`config.mk`:
```
export PLATFORM = sky130hd
export DESIGN_NAME = mcu_runctl
export DESIGN_NICKNAME = d
export VERILOG_FILES = /design/src/rtl/runctl_pkg.sv /design/src/rtl/runctl_scrubber.sv /design/src/rtl/runctl_fsm.sv /design/src/rtl/runctl_regs.sv /design/src/rtl/mcu_runctl.sv
export SDC_FILE = /design/constraint.sdc
export NUM_CORES = 1
export LEC_CHECK = 0
export BUFFER_PORTS_ARGS = -buffer_cell sky130_fd_sc_hd__buf_2
export CORE_MARGIN = 10
export CORE_UTILIZATION = 35
export DETAILED_ROUTE_END_ITERATION = 7
export PLACE_DENSITY_LB_ADDON = 0.1
export SKIP_CTS_REPAIR_TIMING = 1
export SLEW_MARGIN = 15
export SYNTH_ARGS = -nofsm -noshare
export SYNTH_HDL_FRONTEND = slang
export SYNTH_HIERARCHICAL = 1
export SYNTH_SLANG_ARGS = --single-unit
```
`constraint.sdc`:
```
create_clock -name clk -period 2 [get_ports clk]
set_input_delay 0.2 -clock clk [delete_from_list [all_inputs] [get_ports clk]]
set_output_delay 0.2 -clock clk [all_outputs]
set_load 0.05 [all_outputs]
```
`src/rtl/runctl_pkg.sv`:
```
package runctl_pkg;
    localparam logic [3:0] A_CTRL = 4'h0;
    localparam logic [3:0] A_BOOT = 4'h4;
    localparam logic [3:0] A_DMA  = 4'h8;
    localparam logic [3:0] A_IDLE = 4'hC;

    localparam int B_HRST   = 0;
    localparam int B_START  = 1;
    localparam int B_HALTED = 4;
    localparam int B_CTX    = 0;
    localparam int B_DSCRUB = 1;
    localparam int B_ISCRUB = 2;
    localparam int B_IBUSY  = 0;
    localparam int B_EBUSY  = 1;
    localparam int B_IDLE   = 2;

    typedef enum logic [1:0] {
        ST_SCRUB  = 2'd0,
        ST_HALTED = 2'd1,
        ST_RUN    = 2'd2
    } run_state_t;
endpackage

```
`src/rtl/runctl_scrubber.sv`:
```
module runctl_scrubber #(
    parameter int CYC = 16
) (
    input  logic clk,
    input  logic rst_n,
    input  logic restart,
    output logic busy
);
    localparam int CNT_W = $clog2(CYC + 1);
    localparam logic [CNT_W-1:0] LOAD = CNT_W'(CYC);

    logic [CNT_W-1:0] cnt_q;

    always_ff @(posedge clk or negedge rst_n) begin
        if (!rst_n) begin
            cnt_q <= LOAD;
        end else if (restart) begin
            cnt_q <= LOAD;
        end else if (cnt_q != '0) begin
            cnt_q <= cnt_q - 1'b1;
        end
    end

    assign busy = (cnt_q != '0);
endmodule

```
`src/rtl/runctl_fsm.sv`:
```
module runctl_fsm
    import runctl_pkg::*;
(
    input  logic clk,
    input  logic rst_n,
    input  logic hrst_req,
    input  logic start_req,
    input  logic halt_req,
    input  logic scrub_busy,
    output logic run_o,
    output logic start_o
);
    run_state_t st_q, st_d;
    logic       start_ok;

    assign start_ok = start_req && !hrst_req && !scrub_busy && (st_q != ST_RUN);

    always_comb begin
        st_d = st_q;
        unique case (st_q)
            ST_SCRUB: begin
                if (!scrub_busy) begin
                    st_d = start_ok ? ST_RUN : ST_HALTED;
                end
            end
            ST_HALTED: begin
                if (start_ok) begin
                    st_d = ST_RUN;
                end
            end
            ST_RUN: begin
                if (halt_req) begin
                    st_d = ST_HALTED;
                end
            end
            default: st_d = ST_SCRUB;
        endcase
        if (hrst_req) begin
            st_d = ST_SCRUB;
        end
    end

    always_ff @(posedge clk or negedge rst_n) begin
        if (!rst_n) begin
            st_q <= ST_SCRUB;
        end else begin
            st_q <= st_d;
        end
    end

    always_ff @(posedge clk or negedge rst_n) begin
        if (!rst_n) begin
            run_o   <= 1'b0;
            start_o <= 1'b0;
        end else begin
            run_o   <= (st_d == ST_RUN);
            start_o <= start_ok;
        end
    end
endmodule

```
`src/rtl/runctl_regs.sv`:
```
module runctl_regs
    import runctl_pkg::*;
#(
    parameter int ADDR_W = 4,
    parameter int DATA_W = 32
) (
    input  logic              clk,
    input  logic              rst_n,
    input  logic              we,
    input  logic [ADDR_W-1:0] addr,
    input  logic [DATA_W-1:0] wdata,
    input  logic              hrst_req,
    input  logic              halted,
    input  logic [1:0]        scrub_busy,
    input  logic              busy_int,
    input  logic              busy_ext,
    output logic [DATA_W-1:0] boot_vec,
    output logic              need_ctx,
    output logic [DATA_W-1:0] rdata
);
    localparam logic [ADDR_W-1:0] AD_CTRL = ADDR_W'(A_CTRL);
    localparam logic [ADDR_W-1:0] AD_BOOT = ADDR_W'(A_BOOT);
    localparam logic [ADDR_W-1:0] AD_DMA  = ADDR_W'(A_DMA);
    localparam logic [ADDR_W-1:0] AD_IDLE = ADDR_W'(A_IDLE);

    always_ff @(posedge clk or negedge rst_n) begin
        if (!rst_n) begin
            boot_vec <= '0;
            need_ctx <= 1'b1;
        end else if (hrst_req) begin
            boot_vec <= '0;
            need_ctx <= 1'b1;
        end else if (we) begin
            if (addr == AD_BOOT) boot_vec <= wdata;
            if (addr == AD_DMA)  need_ctx <= wdata[B_CTX];
        end
    end

    always_comb begin
        rdata = '0;
        unique case (addr)
            AD_CTRL: rdata[B_HALTED] = halted;
            AD_BOOT: rdata = boot_vec;
            AD_DMA: begin
                rdata[B_CTX]    = need_ctx;
                rdata[B_DSCRUB] = scrub_busy[0];
                rdata[B_ISCRUB] = scrub_busy[1];
            end
            AD_IDLE: begin
                rdata[B_IBUSY] = busy_int;
                rdata[B_EBUSY] = busy_ext;
                rdata[B_IDLE]  = !busy_int && !busy_ext;
            end
            default: rdata = '0;
        endcase
    end
endmodule

```
`src/rtl/mcu_runctl.sv`:
```
module mcu_runctl
    import runctl_pkg::*;
#(
    parameter int ADDR_W         = 4,
    parameter int DATA_W         = 32,
    parameter int DMEM_SCRUB_CYC = 16,
    parameter int IMEM_SCRUB_CYC = 24
) (
    input  logic              clk,
    input  logic              rst_n,
    input  logic              bus_we_i,
    input  logic [ADDR_W-1:0] bus_addr_i,
    input  logic [DATA_W-1:0] bus_wdata_i,
    output logic [DATA_W-1:0] bus_rdata_o,
    input  logic              halt_req_i,
    input  logic              busy_int_i,
    input  logic              busy_ext_i,
    output logic              core_run_o,
    output logic              core_start_o,
    output logic [DATA_W-1:0] core_boot_addr_o,
    output logic              core_need_ctx_o
);
    localparam int NMEM = 2;

    logic            ctrl_wr;
    logic            hrst_req;
    logic            start_req;
    logic [NMEM-1:0] scrub_busy;

    assign ctrl_wr   = bus_we_i && (bus_addr_i == ADDR_W'(A_CTRL));
    assign hrst_req  = ctrl_wr && bus_wdata_i[B_HRST];
    assign start_req = ctrl_wr && bus_wdata_i[B_START];

    for (genvar g = 0; g < NMEM; g++) begin : g_scrub
        localparam int CYC = (g == 0) ? DMEM_SCRUB_CYC : IMEM_SCRUB_CYC;
        runctl_scrubber #(.CYC(CYC)) u_scrub (
            .clk     (clk),
            .rst_n   (rst_n),
            .restart (hrst_req),
            .busy    (scrub_busy[g])
        );
    end

    runctl_fsm u_fsm (
        .clk        (clk),
        .rst_n      (rst_n),
        .hrst_req   (hrst_req),
        .start_req  (start_req),
        .halt_req   (halt_req_i),
        .scrub_busy (|scrub_busy),
        .run_o      (core_run_o),
        .start_o    (core_start_o)
    );

    runctl_regs #(.ADDR_W(ADDR_W), .DATA_W(DATA_W)) u_regs (
        .clk        (clk),
        .rst_n      (rst_n),
        .we         (bus_we_i),
        .addr       (bus_addr_i),
        .wdata      (bus_wdata_i),
        .hrst_req   (hrst_req),
        .halted     (!core_run_o),
        .scrub_busy (scrub_busy),
        .busy_int   (busy_int_i),
        .busy_ext   (busy_ext_i),
        .boot_vec   (core_boot_addr_o),
        .need_ctx   (core_need_ctx_o),
        .rdata      (bus_rdata_o)
    );
endmodule

```
==> metrics.md <==
| Metric | Value |
|---|---|
| Total gr overflow | `0` |
| Synth-to-layout area growth | `32.5%` |
| Crit Path Max Fanout | `3` |
| Startpoint types | `flop` |
| Deepest clock path buffer count | `2` |
| Initial Utilization | `36.1%` |
| Synthesized area per cell | `9.75 um2` |
| Max frequency | `485 MHz` |
| Total power | `3.43 mW` |
| H-tree Lvls | `2` |
| Setup tns final | `-106 ps` |
| Pin count of the biggest net entering global routing | `65` |
| Routed len/inst | `15.7 um` |
| Final setup vio count | `2` |
| 1st-iter DRT viols | `73` |
| GRT Max-Usage Layer | `met2` |
| Cells after Synth | `270` |
| Vias | `2324` |
| Critical setup path kind | `flop to output pin` |
| Worst path bufs/invs | `2` |
| Clock skew | `4.10 ps` |
| Max cap viols | `0` |
| Syn_nets | `314` |
| CTS root buf | `clkbuf_8` |
| Die width | `107 um` |
| Met1 Use GR | `16.2%` |
| Synth area leader | `dfrtp_1` |
| Fin area | `0.00349 mm2` |
| Initial antenna violation count | `0` |
| Clock Sinks | `47` |
| Final hold vios | `14` |
| Clock-pin transition on the worst setup and hold timing paths | `90 ps` |
| Post-DP Area | `0.00334 mm2` |
| Sw frac | `41.6%` |
| Synth unique cells | `39` |
| Slew @ Worst Pin | `609 ps` |
| Pre-CTS setup slack | `28.8 ps` |
| Hold WS | `-15.3 ps` |
| Slowest CP cell | `or4b_4` |
| Final WS setup | `-61.0 ps` |
| Commonest cells post-synth | `dfrtp_1, nand2b_1, nand4b_1` |
| Die H | `107 um` |
| Crit path DAT | `1860 ps` |
| Clock share of power | `16.5%` |
| Placed insts | `466` |
| Tot GR Track Use | `12.8%` |
| Layout cells sized above 1 | `41.0%` |
| Pins Over Slew Limit | `0` |
| DPL Wire Length | `5280 um` |
| Yosys warns | `6` |
| Sequential share of the synthesized area | `44.9%` |
| Synth Flop Type | `dfrtp_1` |
| Critical-path cell list | `inv_1 -> ha_2 -> or4b_4 -> a21o_1 -> nand2_1 -> a31oi_2 -> buf_6` |
| Placer congestion estimate | `0.746` |
| Crit path time final | `2060 ps` |
| Top-count cell post-synth | `dfrtp_1` |
| CP required | `1800 ps` |
| Drt pass-1 iters | `4` |
| CORE AREA | `0.00729 mm2` |
| Die footprint | `0.0114 mm2` |
| Nets | `421` |
| Worst slew margin | `59.4%` |
| Fin util | `47.8%` |
| First-pass GRT wire length | `12200 um` |
| ANT cells | `0` |
| Port bufs | `108` |
| Flop and latch count out of synthesis | `47` |
| DRT Wirelength | `7470 um` |
| Internal Pwr Total | `2.00 mW` |
| CTS tree | `yes` |
| Violated checks | `hold timing, setup timing` |
| Row count | `31` |
| Grt met3 use | `4.25%` |
| Power Density | `982 mW/mm2` |
| Met2 usage in global routing | `20.3%` |
| Worst hold path type | `primary input to asynchronous set/reset pin` |
| Top cells by area, synth | `dfrtp_1, nand4b_1, nand2b_1` |
| Remaining antenna violation count | `0` |
| I/O pin count | `109` |
| Switching power | `1.43 mW` |
| Share of total power in sequential cells | `41.1%` |
| Worst setup EP type | `output pin` |
| CTS Buf Count | `5` |
| RSZ-0062 raised after global routing | `true` |
| Leak | `1.68 nW` |
| # DRC | `0` |
| Worst-Skew Late Latency | `290 ps` |
| Non-Filler Instances | `477` |
| Vias in the first global route | `2421` |
| Worst path max stage delay | `470 ps` |
| Largest delay share family, worst path | `simple AND/OR/NAND/NOR gates` |
| Outcome | `finished, violations left` |
| Number of synthesized flops with an enable pin | `0` |
| Crit share post-route | `103%` |
| Post-synth top area share | `40.9%` |
| Area of the mapped netlist | `0.00263 mm2` |
| Vias/cell | `4.87` |
| Ys async rst share | `100%` |
| Power share of the combinational group | `42.4%` |
| Worst IR Drop VDD | `0.370 mV` |
## worst reg2reg max path: cells and delay by family (launching register included)
family	cells	cell delay, ps
AND/OR/NAND/NOR	3	1110
flip-flops	1	410
adder cells (fa/ha/maj)	1	160
AO/OA/AOI/OAI	1	120
buffers and inverters	1	70
## registers in the layout, summed over array words and instances, names as in the netlist
signal	count
u_fsm/start_o	1
u_fsm/run_o	1
u_regs/need_ctx	1
g_scrub.u_scrub/cnt_q	10
u_fsm/st_q	2
u_regs/boot_vec	32
## power groups by stage
stage / clock network (mW) / registers [mW] / logic [mW]
2_1_floorplan: 0 / 1.83 / 0.613
3_3_place_gp: 0 / 1.42 / 1.38
3_5_place_dp: 0 / 1.42 / 1.40
4_1_cts: 0.596 / 1.41 / 1.40
5_1_grt: 0.639 / 1.45 / 1.58
6_report: 0.565 / 1.41 / 1.45
## placed cells by master, fill, tap and decap left out, types with 7 or more instances in the layout
cell type	instances
nand4b_1	32
buf_4	12
nor2_1	10
o21ai_0	21
and2_1	29
o21ai_1	11
nand2b_1	33
dfrtp_1	43
nand2_1	7
buf_2	106
## cell type report
| cell class | count | area (um2) |
|---|---|---|
| clock buffers | 6 | 72.6 |
| clock inverters | 2 | 12.5 |
| fillers | 745 | 3800 |
| inverters | 6 | 22.5 |
| multi-input cells | 194 | 1380 |
| flip-flops and latches | 47 | 1180 |
| well taps | 99 | 124 |
| repair buffers | 123 | 694 |
## kinds of logic (layout without fill, tap and decap cells)
group	count (synthesis)	in the layout	synth area share, %
AO/OA/AOI/OAI	48	48	10.7
XOR/XNOR	2	2	0.666
AND/OR/NAND/NOR	138	138	35.9
buffers and inverters	29	137	5.33
adder cells (fa/ha/maj)	2	2	0.951
multiplexers	4	4	1.62
flip-flops	47	47	44.9
## per-layer routing
| metal | part of all wire, % | wire, um |
|---|---|---|
| met5 | 0 | 0 |
| met4 | 0.84 | 63 |
| met3 | 5.9 | 443 |
| met2 | 48 | 3570 |
| met1 | 45 | 3390 |
## final timing paths
check / start / to / slack, ps / depth (start not counted)
hold reg to reg: g_scrub[1].u_scrub/cnt_q[4] / g_scrub[1].u_scrub/cnt_q[4] / 520 / 1
setup / recovery: g_scrub[1].u_scrub/cnt_q[0] / bus_rdata_o[2] / -60 / 7
setup reg to reg: g_scrub[1].u_scrub/cnt_q[0] / u_fsm/run_o / 60 / 6
max in group asynchronous: rst_n / u_regs/boot_vec[29] / 1590 / 2
hold / removal: rst_n / u_regs/boot_vec[2] / -20 / 2
min in group clk: bus_wdata_i[20] / u_regs/boot_vec[20] / 150 / 3
(Power assumes the default switching activity.)
